$ cat config.mk
export PLATFORM = sky130hd
export DESIGN_NAME = word_unpacker
export DESIGN_NICKNAME = d
export VERILOG_FILES = /design/src/rtl/unpack_pkg.sv /design/src/rtl/unpack_cfg.sv /design/src/rtl/unpack_seq.sv /design/src/rtl/unpack_sel.sv /design/src/rtl/word_unpacker.sv
export SDC_FILE = /design/constraint.sdc
export NUM_CORES = 1
export LEC_CHECK = 0
export ABC_AREA = 1
export BUFFER_PORTS_ARGS = -buffer_cell sky130_fd_sc_hd__buf_2
export CORE_ASPECT_RATIO = 2
export CORE_MARGIN = 2
export CORE_UTILIZATION = 53
export DETAILED_ROUTE_END_ITERATION = 10
export PLACE_DENSITY_LB_ADDON = 0.25
export SETUP_SLACK_MARGIN = 0.1
export SYNTH_ARGS = -nofsm -noshare
export SYNTH_HDL_FRONTEND = slang
export SYNTH_SLANG_ARGS = --single-unit
$ cat constraint.sdc
create_clock -name clk_i -period 1.7 [get_ports clk_i]
set_input_delay 0.255 -clock clk_i [delete_from_list [all_inputs] [get_ports clk_i]]
set_output_delay 0.255 -clock clk_i [all_outputs]
set_load 0.02 [all_outputs]
$ cat src/rtl/unpack_pkg.sv
package unpack_pkg;
  localparam int unsigned WORD_W = 36;
  localparam int unsigned PORT_W = 18;
  localparam int unsigned LANE_W = 9;

  typedef struct packed {
    logic byte_mode;
    logic lsb_first;
  } unpack_cfg_t;
endpackage

$ cat src/rtl/unpack_cfg.sv
module unpack_cfg
  import unpack_pkg::*;
(
  input  logic        clk_i,
  input  logic        rst_ni,
  input  logic        load_i,
  input  unpack_cfg_t cfg_i,
  output unpack_cfg_t cfg_o
);
  unpack_cfg_t cfg_q;

  always_ff @(posedge clk_i or negedge rst_ni) begin
    if (!rst_ni)     cfg_q <= '0;
    else if (load_i) cfg_q <= cfg_i;
  end

  assign cfg_o = cfg_q;
endmodule

$ cat src/rtl/unpack_seq.sv
module unpack_seq #(
  parameter int unsigned N_HALF = 2,
  parameter int unsigned N_LANE = 4,
  localparam int unsigned IDX_W = (N_LANE > 1) ? $clog2(N_LANE) : 1
) (
  input  logic             clk_i,
  input  logic             rst_ni,
  input  logic             load_i,
  input  logic             take_i,
  input  logic             byte_mode_i,
  output logic             busy_o,
  output logic [IDX_W-1:0] idx_o
);
  localparam logic [IDX_W-1:0] LAST_HALF = IDX_W'(N_HALF - 1);
  localparam logic [IDX_W-1:0] LAST_LANE = IDX_W'(N_LANE - 1);

  logic             busy_q;
  logic [IDX_W-1:0] idx_q;
  logic [IDX_W-1:0] last_idx;

  assign last_idx = byte_mode_i ? LAST_LANE : LAST_HALF;

  always_ff @(posedge clk_i or negedge rst_ni) begin
    if (!rst_ni) begin
      busy_q <= 1'b0;
      idx_q  <= '0;
    end else if (load_i) begin
      busy_q <= 1'b1;
      idx_q  <= '0;
    end else if (take_i) begin
      if (idx_q == last_idx) begin
        busy_q <= 1'b0;
        idx_q  <= '0;
      end else begin
        idx_q <= idx_q + 1'b1;
      end
    end
  end

  assign busy_o = busy_q;
  assign idx_o  = idx_q;
endmodule

$ cat src/rtl/unpack_sel.sv
module unpack_sel #(
  parameter int unsigned WORD_W = 36,
  parameter int unsigned PORT_W = 18,
  parameter int unsigned LANE_W = 9,
  localparam int unsigned N_HALF = WORD_W / PORT_W,
  localparam int unsigned N_LANE = WORD_W / LANE_W,
  localparam int unsigned IDX_W  = (N_LANE > 1) ? $clog2(N_LANE) : 1,
  localparam int unsigned HSEL_W = (N_HALF > 1) ? $clog2(N_HALF) : 1
) (
  input  logic              clk_i,
  input  logic              rst_ni,
  input  logic              load_i,
  input  logic [WORD_W-1:0] word_i,
  input  logic              busy_i,
  input  logic              byte_mode_i,
  input  logic              lsb_first_i,
  input  logic [IDX_W-1:0]  idx_i,
  output logic [PORT_W-1:0] data_o
);
  logic [WORD_W-1:0] word_q;
  logic [PORT_W-1:0] halves [N_HALF];
  logic [LANE_W-1:0] lanes  [N_LANE];
  logic [HSEL_W-1:0] hsel;
  logic [IDX_W-1:0]  lsel;

  always_ff @(posedge clk_i or negedge rst_ni) begin
    if (!rst_ni)     word_q <= '0;
    else if (load_i) word_q <= word_i;
  end

  for (genvar h = 0; h < N_HALF; h++) begin : g_half
    assign halves[h] = word_q[h*PORT_W +: PORT_W];
  end

  for (genvar b = 0; b < N_LANE; b++) begin : g_lane
    assign lanes[b] = word_q[b*LANE_W +: LANE_W];
  end

  // part index counts transfers; segment index counts from bit 0
  assign hsel = lsb_first_i ? idx_i[HSEL_W-1:0]
                            : HSEL_W'(N_HALF - 1) - idx_i[HSEL_W-1:0];
  assign lsel = lsb_first_i ? idx_i : IDX_W'(N_LANE - 1) - idx_i;

  always_comb begin
    data_o = '0;
    if (busy_i) begin
      if (byte_mode_i) data_o = PORT_W'(lanes[lsel]);
      else             data_o = halves[hsel];
    end
  end
endmodule

$ cat src/rtl/word_unpacker.sv
module word_unpacker
  import unpack_pkg::*;
#(
  parameter int unsigned IN_W   = WORD_W,
  parameter int unsigned OUT_W  = PORT_W,
  parameter int unsigned BYTE_W = LANE_W,
  localparam int unsigned N_HALF = IN_W / OUT_W,
  localparam int unsigned N_LANE = IN_W / BYTE_W,
  localparam int unsigned IDX_W  = (N_LANE > 1) ? $clog2(N_LANE) : 1
) (
  input  logic             clk_i,
  input  logic             rst_ni,
  input  logic             byte_mode_i,
  input  logic             little_endian_i,
  input  logic             in_valid_i,
  output logic             in_ready_o,
  input  logic [IN_W-1:0]  in_data_i,
  output logic             out_valid_o,
  input  logic             out_ready_i,
  output logic [OUT_W-1:0] out_data_o
);
  logic             busy;
  logic             load;
  logic             take;
  logic [IDX_W-1:0] idx;
  unpack_cfg_t      cfg_in;
  unpack_cfg_t      cfg_q;
  logic             cfg_byte;

  assign load     = in_valid_i && !busy;
  assign take     = busy && out_ready_i;
  assign cfg_in   = '{byte_mode: byte_mode_i, lsb_first: little_endian_i};
  assign cfg_byte = cfg_q.byte_mode;

  unpack_cfg u_cfg (
    .clk_i  (clk_i),
    .rst_ni (rst_ni),
    .load_i (load),
    .cfg_i  (cfg_in),
    .cfg_o  (cfg_q)
  );

  unpack_seq #(
    .N_HALF (N_HALF),
    .N_LANE (N_LANE)
  ) u_seq (
    .clk_i       (clk_i),
    .rst_ni      (rst_ni),
    .load_i      (load),
    .take_i      (take),
    .byte_mode_i (cfg_q.byte_mode),
    .busy_o      (busy),
    .idx_o       (idx)
  );

  unpack_sel #(
    .WORD_W (IN_W),
    .PORT_W (OUT_W),
    .LANE_W (BYTE_W)
  ) u_sel (
    .clk_i       (clk_i),
    .rst_ni      (rst_ni),
    .load_i      (load),
    .word_i      (in_data_i),
    .busy_i      (busy),
    .byte_mode_i (cfg_q.byte_mode),
    .lsb_first_i (cfg_q.lsb_first),
    .idx_i       (idx),
    .data_o      (out_data_o)
  );

  assign in_ready_o  = !busy;
  assign out_valid_o = busy;
endmodule

* After elaboration in Yosys (flattened, before gate mapping)
Index checks and enable logic that the tools add are counted.
** Cells by class
- Reduce and logical (&&, ||, !) cells :: 6
- $add $sub $neg :: 3
- Equality and inequality tests :: 1
- Bitwise logic cells :: 2
- Order comparisons :: 2
- Multiplexer cells :: 17
** Operators by type and width (number)
- 2-to-1 mux 18 bit :: 5
- binary-select mux 9 bit (select 2 bit) :: 1
- 2-to-1 mux 9 bit :: 2
- 2-to-1 mux 2 bit :: 5
- 2-to-1 mux 1 bit :: 4
- nonzero test 2 bit :: 2
- greater-or-equal comparator 3 bit, second input constant :: 1
- inverter 2 -> 3 bit :: 1
- adder 2 x 1 -> 2 bit, second input constant :: 1
- == test 2 bit :: 1
- greater-or-equal comparator 2 bit, second input constant :: 1
- logical AND 1 bit :: 2
- inverter 1 -> 2 bit :: 1
- AND reduction 2 bit :: 1
- subtractor 2 bit, first input constant :: 1
- zero test 1 bit :: 1
- subtractor 1 bit, first input constant :: 1
** Storage, ports and cells
- Register bits :: 41
- Logic and storage cells :: 36
- Input port bits :: 42

* Logic depth before layout (Yosys ltp)
Gate-level depths: netlist of the first run.
- Word-level depth :: 8
- Depth in mapped cells :: 10
- Mapped depth without buffers :: 8

* Cells and area by module
From an unflattened synthesis of the first run, not the netlist that was laid out.
** Unflattened totals
- Cells, all modules :: 331
- Area total of the unflattened synthesis :: 2437.3 um^2
** By module, submodules not included
- unpack_sel :: area an instance 2197.1 um^2, sequential area each 900.9 um^2, times used 1, cells an instance 298
- unpack_seq :: area an instance 145.1 um^2, sequential area each 75.1 um^2, times used 1, cells an instance 19
- unpack_cfg :: area an instance 76.3 um^2, sequential area each 50.0 um^2, times used 1, cells an instance 9
- word_unpacker :: area an instance 18.8 um^2, sequential area each 0.0 um^2, times used 1, cells an instance 5

* Least setup slack after synthesis of the first run
Ideal clock, no wire load.
- Path type :: reg2out
- Start point :: register u_seq.idx_q[0] (netlist: u_seq.idx_o[0])
- End point :: output port out_data_o[16]
- Buffers on the path :: 2
- Cell stages (with the launch flop) :: 8
- Data arrival time :: 1460 ps
- Path slack :: -15 ps
- Cell sequence :: dfrtp_1 -> buf_4 -> inv_2 -> nand2_4 -> nand2_4 -> buf_2 -> o21ai_0 -> nor3_1
** On the way
- Longest elaborated chain between the ends :: 8
** Ends and longest elaborated chain
- start: declaration :: line unpack_seq.sv:18 : logic [IDX_W-1:0] idx_q;
- start signal: assignment :: line unpack_seq.sv:35 : idx_q <= idx_q + 1'b1;
- subtractor 1 bit :: line unpack_sel.sv:41 : : HSEL_W'(N_HALF - 1) - idx_i[HSEL_W-1:0];
- 2-to-1 mux 1 bit * :: line unpack_sel.sv:40 : assign hsel = lsb_first_i ? idx_i[HSEL_W-1:0]
- inverter 1 -> 2 bit (not written as such) * :: line unpack_sel.sv:48 : else data_o = halves[hsel];
- 2-to-1 mux 18 bit (not written as such) * (3 in a row) :: line unpack_sel.sv:48
- 2-to-1 mux 18 bit * :: line unpack_sel.sv:47 : if (byte_mode_i) data_o = PORT_W'(lanes[lsel]);
- 2-to-1 mux 18 bit * :: line unpack_sel.sv:46 : if (busy_i) begin
- end: declaration :: line word_unpacker.sv:20 : output logic [OUT_W-1:0] out_data_o
Mark *: on every way between the ends. The rest lies on a longest branch, timed or not. The select of a mux whose other input is x is not followed.

* Final worst setup path of the first run
- Start point :: register u_seq.idx_q[0] (netlist: u_seq.idx_o[0])
- End point :: output port out_data_o[3]
** On the way
- Longest elaborated chain between the ends :: 8
- Elaborated cells on any way between the ends :: 14
** Ends and longest elaborated chain (line)
- subtractor 2 bit or subtractor 1 bit (tied branches) :: unpack_sel.sv:42, unpack_sel.sv:41
- 2-to-1 mux 2 bit or 2-to-1 mux 1 bit (tied branches) :: unpack_sel.sv:42, unpack_sel.sv:40
- inverter 2 -> 3 bit (not written as such) or inverter 1 -> 2 bit (tied branches) :: unpack_sel.sv:47, unpack_sel.sv:48
- binary-select mux 9 bit (select 2 bit) or 2-to-1 mux 18 bit (tied branches) :: unpack_sel.sv:47, unpack_sel.sv:48
- 2-to-1 mux 9 bit (not written as such) or 2-to-1 mux 18 bit (tied branches) (2 in a row) :: unpack_sel.sv:47, unpack_sel.sv:48
- 2-to-1 mux 18 bit * :: unpack_sel.sv:47
- 2-to-1 mux 18 bit * :: unpack_sel.sv:46
Marks and branches as above.

==> impl.org, run 1 <==
** Timing
- Number of slew-limit violations in the final report :: 0
- Headroom to the max-slew limit came out at 67.3%.
- Post-route worst setup slack :: -0.280 ns
- Setup violations remaining at the end of the flow were counted as 18.
- For the finished layout, the period the worst path requires is 1.98 ns.
- Static timing analysis puts the maximum clock frequency at 0.505 GHz.
- For the pin with the worst max-slew slack, the measured transition is 0.490 ns.
- Final Cycle Share :: 116%
- Fin Clk Skew :: 0.00736 ns
- RSZ-0062 raised after global routing :: true
- The final hold violation count came to 0.

** Die
- Boundary pin count :: 62
- From bottom edge to top edge, the die measures 98.4 µm.
- Floorplan die area :: 5040 µm²
- Initial Utilization :: 55.0%
- Horizontal die dimension :: 51.2 µm
- Area of the core :: 4300 µm²
- The initialized floorplan defines 34 standard-cell rows.

** Global routing
- The first global-routing pass estimated 11000 µm of wire.
- Entering global routing, the biggest net connects 30 pins.
- met2 is the most crowded layer.
- Global routing used 33.9% of the available met1 tracks.
- Global routing used 49.6% of the available met2 tracks.
- The number of antenna violations at the first check in global routing is 0.
- Global router's overall resource usage :: 29.0%
- Met3 routing resource usage after global routing :: 3.98%
- For this run the aggregate overflow at the end of global routing stands at 0.
- Via count of the first global-routing pass :: 2408

** Route
- First-iteration detailed-routing DRC count :: 118
- Count of vias placed by the detailed router :: 2574
- In the final routed layout, each cell accounts on average for 15.9 µm.
- Total wire length after detailed routing :: 7270 µm
- Number of design rule violations left after detail routing :: 0
- DRT antenna net count :: 0
- Using the TritonRoute via totals, the vias-per-cell ratio works out to 5.64.
- Number of iterations in the first detailed-routing pass :: 5

** Pwr
- Leak pwr :: 1.68 nW
- VDD IR-drop max :: 1.58 mV
- For this design the ratio of total power to cell area is 2600 nW/µm².
- Power comes to 8.34 mW.

** Job
- The tool flagged a number of max-cap violations equal to 0.

** Logic synthesis
- The synthesized design devotes to its leading area cell type 43.5% of total area.
- Synthesized net count :: 365
- Each instance of the synthesized netlist takes up on average 7.31 µm².
- The biggest area contributor in the post-synthesis netlist is sky130_fd_sc_hd__dfrtp_1.
- The mapped netlist covers 2360 µm².
- Number of distinct standard cells referenced by the synthesized netlist :: 22
- After synthesis the netlist holds a flip-flop and latch count of 41.
- The share of the Yosys chip area taken by registers is 43.5%.
- Yosys attributes the largest share of cell area to sky130_fd_sc_hd__dfrtp_1 43%, sky130_fd_sc_hd__nand2_1 14%, sky130_fd_sc_hd__nand3_1 11%.
- For this run, the number of Yosys warnings is 0.
- Counting every instance in the synthesized netlist gives 323.

** Clocking
- Clock Sink Count :: 41
- TritonCTS built the clock tree.
- Clock Latency Late Sink :: 0.29 ns
- The root buffer cell chosen for the clock tree is sky130_fd_sc_hd__clkbuf_8.
- Clk pin slew, worst setup/hold paths :: 0.07 ns
- CTS built an H-tree with a depth of 2.
- Buffers inserted during clock tree synthesis total 5.
- The longest clock path from root to sink contains 2 buffers.

** Worst hold path
- HP Class :: primary input to flop
- Cells on Worst Hold Path :: 3
- The startpoint identified for the worst hold timing path is in_data_i[30].
- Min-Delay Endpoint :: u_sel.word_q[30]

** Finish
- Utilization of the core after routing :: 74.7%
- Final cell area excluding filler cells :: 3210 µm²
- Leaving out fill and tap cells, the most frequent cell in the layout is sky130_fd_sc_hd__nand2_1.
- Post-route insts no fill :: 456
- Of the cells placed in the final design, the portion with a size suffix greater than 1 is 29.6%.
- Antenna Cells :: 0
- Most frequent cells in the layout :: 89 x sky130_fd_sc_hd__nand2_1, 49 x sky130_fd_sc_hd__nand3_1, 43 x sky130_fd_sc_hd__buf_2, 39 x sky130_fd_sc_hd__dfrtp_1, 37 x sky130_fd_sc_hd__inv_1
- Relative to the synthesized area, the layout overhead comes to 35.9%.
- Final nets :: 443

** Critical path
- In this run the register-to-register setup slack is 0.28 ns.
- At the worst endpoint, the required time is 1.44 ns.
- The slowest stage of the critical path belongs to the cell sky130_fd_sc_hd__dfrtp_2.
- Critical Path, Cell by Cell :: clkinv_4, nand2_4, buf_12, nand3b_1, nand3_1, nand3_1, nand2_1, inv_1, buf_4
- In this run the critical register-to-register path is launched from u_seq.idx_o[0].
- Crit-path max FO :: 12
- Counting stages on the worst path, the most repeated cell is sky130_fd_sc_hd__nand3_1.
- Worst Setup Start Kind :: flop
- On the worst path, the slowest cell contributes a delay of 0.45 ns.
- CP endpoint kind :: primary output
- Arrival time at the worst endpoint :: 1.72 ns
- Worst R2R Path Depth :: 7
- Critical Setup Path Class :: flop to primary output
- R2r endpoint :: u_seq.busy_o

** Placement
- Number of cells in the design after placement :: 434
- The wire-length estimate of the detail-placed layout is 4510 µm.
- At the end of routability-driven placement, the weighted congestion stood at 0.902.
- Once placement finished, the instance area stood at 2780 µm².
- During placement, the flow inserted port buffers numbering 61.

** Run status
- Status :: finished, violations left
- Failing checks :: setup timing
-- per-layer routing --
metal | part of all wire (%) | wire length, µm
met5 | 0 | 0
met4 | 5.9 | 427
met3 | 7.4 | 535
met2 | 52 | 3750
met1 | 35 | 2550
-- synthesized netlist by cell type --
cell type,number
sky130_fd_sc_hd__clkbuf_1,4
sky130_fd_sc_hd__a21oi_2,1
sky130_fd_sc_hd__nor2_1,8
sky130_fd_sc_hd__clkbuf_4,1
sky130_fd_sc_hd__dfrtp_1,41
sky130_fd_sc_hd__nand2_4,3
sky130_fd_sc_hd__buf_6,2
sky130_fd_sc_hd__nand3b_1,9
sky130_fd_sc_hd__dlymetal6s2s_1,1
sky130_fd_sc_hd__a21oi_1,11
sky130_fd_sc_hd__o21ai_0,38
sky130_fd_sc_hd__nor3_1,4
sky130_fd_sc_hd__o21ai_1,1
sky130_fd_sc_hd__xor2_2,1
sky130_fd_sc_hd__inv_2,4
sky130_fd_sc_hd__nand2_1,89
sky130_fd_sc_hd__nand3_1,54
sky130_fd_sc_hd__xnor2_2,1
sky130_fd_sc_hd__buf_2,6
sky130_fd_sc_hd__buf_4,4
sky130_fd_sc_hd__inv_1,38
sky130_fd_sc_hd__nand2_2,2
-- what timing repair did --
action	CTS	global route
gates resized for setup	35	23
endpoints found under the hold margin	19	0
buffers inserted	7	1
gates cloned	2	3
hold buffers	1	0
pin swaps	1	3
setup endpoints to repair	18	18
-- layout make-up --
class	instances	area, µm²
flip-flops and latches	41	1030
clock inverters	1	30.0
multi-input cells	226	1200
repair buffers	85	626
clock buffers	7	86.3
fillers	334	1090
inverters	42	168
well taps	54	67.6
-- state kept, by name, summed over array words and instances (netlist names) --
| name | flops |
|---|---|
| u_seq.idx_o | 2 |
| u_sel.word_q | 36 |
| u_cfg.cfg_o | 2 |
| u_seq.busy_o | 1 |
-- logic make-up (layout without fill, tap and decap cells) --
logic type	Yosys count	in the layout	share of synthesized area [%]
and+or+nand+nor	169	173	32.5
buffers and inverters	60	135	11.7
AOI/OAI and AO/OA	51	51	11.0
DFF	41	41	43.5
xor gates and xnor gates	2	2	1.38
-- where the power goes --
group | internal [mW] | switching [mW] | leakage [nW]
sequential | 1.45 | 0.292 | 0.500
combinational | 2.30 | 3.49 | 1.13
clock | 0.479 | 0.326 | 0.0585
-- critical path: cells and delay by family (launching register included) --
kind / cells / cell delay, ns
flops: 1 / 0.45
buf+inv: 4 / 0.43
simple gates: 5 / 0.55
-- through the flow --
stage	hold WS [ns]	setup TNS [ns]	worst slack (ns)
after floorplan	-0.0406	0	0.141
after global placement	0.240	0	0.0591
after detailed placement	0.245	0	0.00409
after CTS	0.152	-2.48	-0.198
after global routing	0.160	-4.89	-0.392
final	0.158	-3.40	-0.280
-- how the worst max path moves through the flow --
| stage | start | depth (start not counted) | endpoint | slack, ns |
|---|---|---|---|---|
| final | u_seq.idx_o[0] | 9 | out_data_o[3] | -0.28 |
| after global routing | u_cfg.cfg_o[0] | 8 | out_data_o[3] | -0.39 |
| after CTS | u_seq.idx_o[0] | 9 | out_data_o[3] | -0.20 |
| after detailed placement | u_seq.idx_o[0] | 9 | out_data_o[3] | 0.004 |
| after global placement | u_seq.idx_o[0] | 9 | out_data_o[3] | 0.06 |
| after floorplan | u_seq.idx_o[0] | 7 | out_data_o[16] | 0.14 |
(Power assumes the default switching activity.)
==> run 2: changes to the inputs <==
--- a/config.mk
+++ b/config.mk
@@ -5,14 +5,15 @@
 export SDC_FILE = /design/constraint.sdc
 export NUM_CORES = 1
 export LEC_CHECK = 0
-export ABC_AREA = 1
+export ABC_AREA = 0
 export BUFFER_PORTS_ARGS = -buffer_cell sky130_fd_sc_hd__buf_2
 export CORE_ASPECT_RATIO = 2
 export CORE_MARGIN = 2
 export CORE_UTILIZATION = 53
 export DETAILED_ROUTE_END_ITERATION = 10
 export PLACE_DENSITY_LB_ADDON = 0.25
-export SETUP_SLACK_MARGIN = 0.1
+export SETUP_SLACK_MARGIN = 0.05
 export SYNTH_ARGS = -nofsm -noshare
 export SYNTH_HDL_FRONTEND = slang
 export SYNTH_SLANG_ARGS = --single-unit
+export TNS_END_PERCENT = 20
==> run 2 against run 1 <==
- worst hold slack improved by 0.032 ns
- the flow still finishes with violations (setup timing)
- critical path type unchanged
- core utilization decreased by 0.47 points
- setup slack got worse by 0.043 ns
- count of clock-buffer cells in the layout is 1 higher
==> impl.org, run 2 <==
** Die
- The initialized floorplan defines 34 standard-cell rows.
- DIE HEIGHT :: 98.6 µm
- Horizontal die dimension :: 51.3 µm
- Floorplan die area :: 5060 µm²
- Area of the core :: 4340 µm²
- The initial utilization of the core area, before any placement, comes to 54.6%.
- During I/O placement, the number of pins put on the boundary was 62.

** Global routing
- After global routing the overflow that remains totals 0.
- The via count of the first global-routing pass was 2058.
- Antenna violations before repair :: 0
- Maximum number of pins on one net before global-route repair :: 22
- Global router's overall resource usage :: 26.4%
- Global-route wire length before repair :: 9970 µm

** Critical path
- Slack of the worst reg-to-reg path :: 0.27 ns
- Endpoint of the most critical setup path :: out_data_o[3]
- Worst R2R Path Depth :: 3
- The worst setup path is launched from a flop.
- For the worst setup path, the data arrival time is 1.77 ns.
- Critical Setup Path Class :: flop to primary output
- R2r endpoint :: u_sel.word_q[25]
- Required time of the critical path :: 1.44 ns
- Crit-path max FO :: 8
- Source of the critical timing path :: u_seq.idx_o[0]
- The startpoint identified for the worst register-to-register timing path is u_seq.busy_o.
- STA classifies the critical path endpoint as a primary output.

** Logic synthesis
- Count of warnings emitted by yosys :: 0
- In the synthesized netlist the dominant register cell turns out to be sky130_fd_sc_hd__dfrtp_1.
- Dominant cell by count in the synthesized netlist :: sky130_fd_sc_hd__nand2_1
- Leading cell types by total area after synthesis :: sky130_fd_sc_hd__dfrtp_1 43%, sky130_fd_sc_hd__mux2_2 18%, sky130_fd_sc_hd__mux2i_1 7.6%
- Synthesized area :: 2370 µm²
- Synthesized area per cell :: 10.7 µm²
- Summed over all instances, the cell type with the most area after synthesis is sky130_fd_sc_hd__dfrtp_1.
- Yosys mapped a number of flops with a built-in enable equal to 0.
- Yosys top cell area share :: 43.3%
- Counting distinct cell types in the post-synthesis netlist gives 24.
- Post-synthesis register bit count :: 41
- For this run, asynchronously set or reset flops after synthesis account for 100%.
- Proportion of synthesized chip area in sequential cells :: 43.3%
- Synthesis produced a netlist with a net count of 264.
- Post-Syn Instances :: 222
- The commonest cells after synthesis are 46 x sky130_fd_sc_hd__nand2_1, 41 x sky130_fd_sc_hd__dfrtp_1, 38 x sky130_fd_sc_hd__mux2_2, 28 x sky130_fd_sc_hd__a21oi_1, 18 x sky130_fd_sc_hd__mux2i_1.

** Placement
- The count of buffers added on input and output ports is 61.
- Dpl hpwl :: 4190 µm
- Place WS :: -0.0854 ns
- At the end of routability-driven placement, the weighted congestion stood at 0.828.
- Number of cells in the design after placement :: 340

** Timing
- Number of slew-limit violations in the final report :: 0
- Final hold slack :: 0.190 ns
- The final hold violation count came to 0.
- For the finished layout, the period the worst path requires is 2.02 ns.
- Final setup violation count :: 18
- After routing, the total negative slack on setup checks comes to -4.65 ns.
- For the pin with the worst max-slew slack, the measured transition is 0.628 ns.
- RSZ-0062 raised after global routing :: true
- Static timing analysis puts the maximum clock frequency at 0.494 GHz.
- Headroom to the max-slew limit :: 58.1%
- Post-route worst setup slack :: -0.323 ns
- Fin Clk Skew :: 0.00303 ns
- Final Cycle Share :: 119%

** Run status
- The final reports fail on setup timing.
- The run finished, with violations left.

** Route
- Across all layers, the routed design uses 2049 vias.
- First-iteration detailed-routing DRC count :: 43
- In this run the remaining antenna-violating nets after routing total 0.
- In the final routed layout, each cell accounts on average for 17.9 µm.
- After detailed routing, the number of remaining DRC violations is 0.
- Detailed-route vias per instance :: 5.74
- Total wire length after detailed routing :: 6380 µm
- The first detailed-routing pass ran for 4 iterations.

** Clocking
- CTS built an H-tree with a depth of 2.
- No sink is reached through more buffers than the 2 on the longest clock path.
- At the later pin of the worst-skew pair, clock insertion delay measures 0.29 ns.
- Cts bufs inserted :: 5
- Clock Sink Count :: 41
- TritonCTS built the clock tree.
- Clock tree synthesis selected as its root buffer the cell sky130_fd_sc_hd__clkbuf_8.
- Clock-pin slew was measured on the worst setup and hold paths at 0.07 ns.

** Finish
- Post-route insts no fill :: 357
- Commonest non-fill, non-tap cell in the layout :: sky130_fd_sc_hd__nand2_1
- Final nets :: 344
- Largest Register :: u_sel.word_q
- Area grow syn2layout :: 35.8%
- Fraction of final layout cells with drive strength greater than 1 :: 51.8%
- Most frequent cells in the layout :: 45 x sky130_fd_sc_hd__nand2_1, 43 x sky130_fd_sc_hd__buf_2, 40 x sky130_fd_sc_hd__dfrtp_1, 38 x sky130_fd_sc_hd__mux2_2, 23 x sky130_fd_sc_hd__buf_4
- The register with the most flip-flops in the layout has 36 of them.
- The number of antenna diodes in the final layout is 0.

** Worst hold path
- HP Class :: primary input to flop

** Pwr
- Pwr Density :: 2550 nW/µm²
- Leak pwr :: 1.50 nW
- Sum of internal, switching and leakage power :: 8.23 mW
- IR analysis of the VDD net gives a maximum drop of 1.67 mV.

** Job
- Maxcap violations :: 0
[run 2: area by class of cell]
class,count,area (µm²)
inverters,1,3.75
multi-input cells,163,1330
clock buffers,8,80.1
fillers,329,1120
flip-flops and latches,41,1030
repair buffers,90,717
well taps,54,67.6
[run 2: per-stage QoR]
stage / cell area [µm²] / util, %
final: 3220 / 74.2
after global routing: 3220 / 74.2
after CTS: 3180 / 73.2
after detailed placement: 2850 / 65.7
after global placement: 2850 / 65.7
after floorplan: 2370 / -
[run 2: worst max-delay path, cell delays in order (launching register included)]
cell                       delay, ns
sky130_fd_sc_hd__dfrtp_1        0.38
sky130_fd_sc_hd__buf_12         0.16
sky130_fd_sc_hd__buf_12         0.15
sky130_fd_sc_hd__mux2i_4        0.25
sky130_fd_sc_hd__o221ai_2       0.14
sky130_fd_sc_hd__o211a_1        0.26
sky130_fd_sc_hd__buf_6          0.13
[run 2: kinds of logic (layout without fill, tap and decap cells)]
| logic type | after synthesis | in the layout | share of synthesized area, % |
|---|---|---|---|
| mux | 56 | 56 | 25.6 |
| simple gates | 52 | 52 | 8.76 |
| compound gates | 50 | 50 | 14.0 |
| flops | 41 | 41 | 43.3 |
| buf+inv | 18 | 99 | 4.85 |
| xor+xnor | 5 | 5 | 3.43 |
[run 2: worst min-delay path by stage]
stage          cells after the start     startpoint                to
2_1_floorplan                      0         rst_ni    u_cfg.cfg_o[0]
3_3_place_gp                       1         rst_ni  u_sel.word_q[14]
3_5_place_dp                       1         rst_ni  u_sel.word_q[14]
4_1_cts                            2  in_data_i[29]  u_sel.word_q[29]
5_1_grt                            2  in_data_i[33]  u_sel.word_q[33]
6_report                           2  in_data_i[34]  u_sel.word_q[34]
[run 2: report_power, final]
part | internal, mW | switching (mW) | total, mW
Sequential | 1.47 | 0.525 | 1.99
Combinational | 2.88 | 2.75 | 5.62
Clock | 0.292 | 0.320 | 0.612
Total | 4.64 | 3.59 | 8.23
[run 2: repair_timing]
| action | in CTS | in global routing |
|---|---|---|
| resized for setup | 52 | 10 |
| hold endpoints to repair | 20 | 0 |
| pin swaps | 21 | 6 |
| setup endpoints to repair | 18 | 18 |
| gates cloned | 1 | 0 |
| hold buffers | 1 | 0 |
| buffers inserted | 7 | 0 |
[run 2: layer usage]
metal | up-vias | track usage (%) | wire [µm]
met3 | 15 | 4.09 | 250
li1 | 959 | - | -
met1 | 1008 | 30.7 | 2420
met4 | 0 | 12.6 | 177
met5 | - | 0 | 0
met2 | 67 | 46.2 | 3530
==> run 3: changes to the inputs <==
--- a/config.mk
+++ b/config.mk
@@ -7,12 +7,14 @@
 export LEC_CHECK = 0
 export ABC_AREA = 0
 export BUFFER_PORTS_ARGS = -buffer_cell sky130_fd_sc_hd__buf_2
+export CELL_PAD_IN_SITES_DETAIL_PLACEMENT = 1
+export CELL_PAD_IN_SITES_GLOBAL_PLACEMENT = 2
 export CORE_ASPECT_RATIO = 2
 export CORE_MARGIN = 2
-export CORE_UTILIZATION = 53
+export CORE_UTILIZATION = 35
 export DETAILED_ROUTE_END_ITERATION = 10
 export PLACE_DENSITY_LB_ADDON = 0.25
-export SETUP_SLACK_MARGIN = 0.05
+export SETUP_SLACK_MARGIN = 0.1
 export SYNTH_ARGS = -nofsm -noshare
 export SYNTH_HDL_FRONTEND = slang
 export SYNTH_SLANG_ARGS = --single-unit
==> constraint.sdc (replaced) <==
create_clock -name clk_i -period 2.6 [get_ports clk_i]
set_input_delay 0.39 -clock clk_i [delete_from_list [all_inputs] [get_ports clk_i]]
set_output_delay 0.39 -clock clk_i [all_outputs]
set_load 0.02 [all_outputs]
==> run 3 against run 2 <==
- sequential share of layout area rose by 3.0 points
- the flow now finishes without violations
- critical path depth down 1
- sequential power is 32% lower
- final cell count is 3.9% higher
- total power shrank 43%
- die area rose by 48%
==> impl.org, run 3 (synthesis results as in run 2) <==
** Clocking
- Clk pin slew, worst setup/hold paths :: 0.06 ns
- TritonCTS clock tree :: done
- Clock tree synthesis inserted a total of 5 buffers.
- Clock Sink Count :: 41
- The clock passes through at most 2 buffers.
- Count of H-tree levels built during CTS :: 2
- After clock tree synthesis, the flow added hold-fix buffers numbering 0.
- CTS placed an instance of sky130_fd_sc_hd__clkbuf_16 at the clock tree root.
- At the later pin of the worst-skew pair, clock insertion delay measures 0.28 ns.

** Global routing
- The first global-routing pass estimated 10700 µm of wire.
- Antenna violations before repair :: 0
- Remaining Overflow, GRT :: 0
- Global router's overall resource usage :: 18.6%
- Entering global routing, the biggest net connects 42 pins.
- The via count of the first global-routing pass was 2102.

** Timing
- The final hold violation count is 0.
- Transition time at the pin with the least slew margin :: 0.929 ns
- Final Cycle Share :: 89.8%
- In this run the tightest slew margin relative to its limit is 38.1%.
- Fin Clk Skew :: 0.00190 ns
- Counting I/O delays and the setup requirement, the final critical path takes 2.33 ns.
- Final setup violation count :: 0
- RSZ-0062 raised after global routing :: false
- FMAX :: 0.429 GHz
- Number of slew-limit violations in the final report :: 0
- Post-Route Setup TNS :: 0 ns

** Die
- Floorplan die area :: 7490 µm²
- 62 I/O pins were placed.
- DIE HEIGHT :: 120 µm
- Initial Utilization :: 36.1%
- Row generation in the floorplan step produced 42 rows.
- The floorplan step set the die width to 62.2 µm.
- Area of the core :: 6570 µm²

** Placement
- Final weighted congestion in routability-driven placement :: 0.709
- Port buffering added 61 buffers.
- Dpl hpwl :: 4510 µm

** Finish
- Fraction of final layout cells with drive strength greater than 1 :: 43.5%
- Utilization of the core after routing :: 44.9%
- Commonest non-fill, non-tap cell in the layout :: sky130_fd_sc_hd__buf_2
- Final nets :: 324
- Leaving out fill and tap cells, the most frequent cells in the layout are 61 x sky130_fd_sc_hd__buf_2, 46 x sky130_fd_sc_hd__nand2_1, 39 x sky130_fd_sc_hd__dfrtp_1, 38 x sky130_fd_sc_hd__mux2_2, 28 x sky130_fd_sc_hd__a21oi_1.
- Antenna Cells :: 0
- Area grow syn2layout :: 24.3%
- u_sel.word_q holds more flip-flops than any other register.
- Largest register FFs :: 36

** Critical path
- STA puts the critical path data required time at 2.21 ns.
- For the worst setup path, the data arrival time is 1.94 ns.
- CP endpoint kind :: primary output
- Critical Setup Path Class :: flop to primary output
- Crit-path max FO :: 23
- Worst Setup Start Kind :: flop

** Route
- Routed met1 length :: 2590 µm
- The highest metal layer carrying signal wires in the routed design is met4.
- Met2 WL post-DR :: 3520 µm
- The detailed router finished its first iteration with 56 violations.
- After detailed routing, the average wire length per cell comes to 17.3 µm.
- Count of vias placed by the detailed router :: 1940
- DRT antenna net count :: 0
- Total wire length after detailed routing :: 6420 µm
- After detailed routing, the number of vias per cell comes to 5.23.
- The first detailed-routing pass ran for 4 iterations.
- In the routed design, unresolved DRC markers number 0.
- Routed wl met3 :: 222 µm

** Run status
- Status :: completed

** Pwr
- In this run the static leakage power is 1.39 nW.
- For this design the ratio of total power to cell area is 1590 nW/µm².
- IR analysis of the VDD net gives a maximum drop of 0.602 mV.
- Sum of internal, switching and leakage power :: 4.70 mW

** Worst hold path
- HP Class :: primary input to asynchronous set/reset pin

** Job
- Across the run, the number of max-cap violations was 0.
[run 3: path summary, 6_finish.rpt]
check / start / endpoint / slack [ns] / cells after the start
worst min-delay path: rst_ni / u_sel.word_q[27] / 0.24 / 1
worst min register to register: u_sel.word_q[2] / u_sel.word_q[2] / 0.51 / 1
max in group asynchronous: rst_ni / u_cfg.cfg_o[0] / 1.73 / 1
worst max register to register: u_seq.busy_o / u_sel.word_q[31] / 0.79 / 3
min in group clk_i: in_data_i[23] / u_sel.word_q[23] / 0.33 / 2
worst max-delay path: u_seq.idx_o[0] / out_data_o[2] / 0.27 / 5
[run 3: critical path, stage by stage, from the launching register on]
cell	delay [ns]
sky130_fd_sc_hd__dfrtp_2	0.54
sky130_fd_sc_hd__buf_6	0.31
sky130_fd_sc_hd__mux2i_1	0.26
sky130_fd_sc_hd__o221ai_1	0.15
sky130_fd_sc_hd__o211a_1	0.23
sky130_fd_sc_hd__buf_2	0.16
[run 3: power by group]
part / total (mW) / internal, mW / switching (mW) / leakage [nW]
clock network: 0.591 / 0.352 / 0.239 / 0.0706
logic: 2.76 / 1.23 / 1.53 / 0.835
registers: 1.35 / 0.963 / 0.386 / 0.484
[run 3: what timing repair did]
action / CTS / global route
hold endpoints to repair: 0 / 0
endpoints found under the setup margin: 9 / 14
resized for setup: 1 / 4
buffers inserted: 0 / 1
pin swaps: 1 / 1
gates cloned: 1 / 0
[run 3: area by class of cell]
type	count	area, µm²
clock inverters	2	10.0
fillers	774	3620
inverters	1	3.75
clock buffers	6	129
flip-flops and latches	41	1030
well taps	88	110
repair buffers	69	394
multi-input cells	164	1270
[run 3: stage by stage]
stage               hold WS [ns]  worst slack (ns)  instance area (µm²)  instances
finish                     0.243             0.266                 2950        371
global route               0.313             0.164                 2950        371
CTS                        0.282            0.0866                 2910        370
detailed placement         0.501             0.358                 2750        361
global placement           0.494             0.423                 2750        361
floorplan                 0.0944             0.836                 2370        222
[run 3: metal layers]
metal  vias up  GRT usage (%)
li1        914              -
met1       978           21.6
met2        42           33.5
met3         6           3.53
met4         0           6.81
met5         -              0
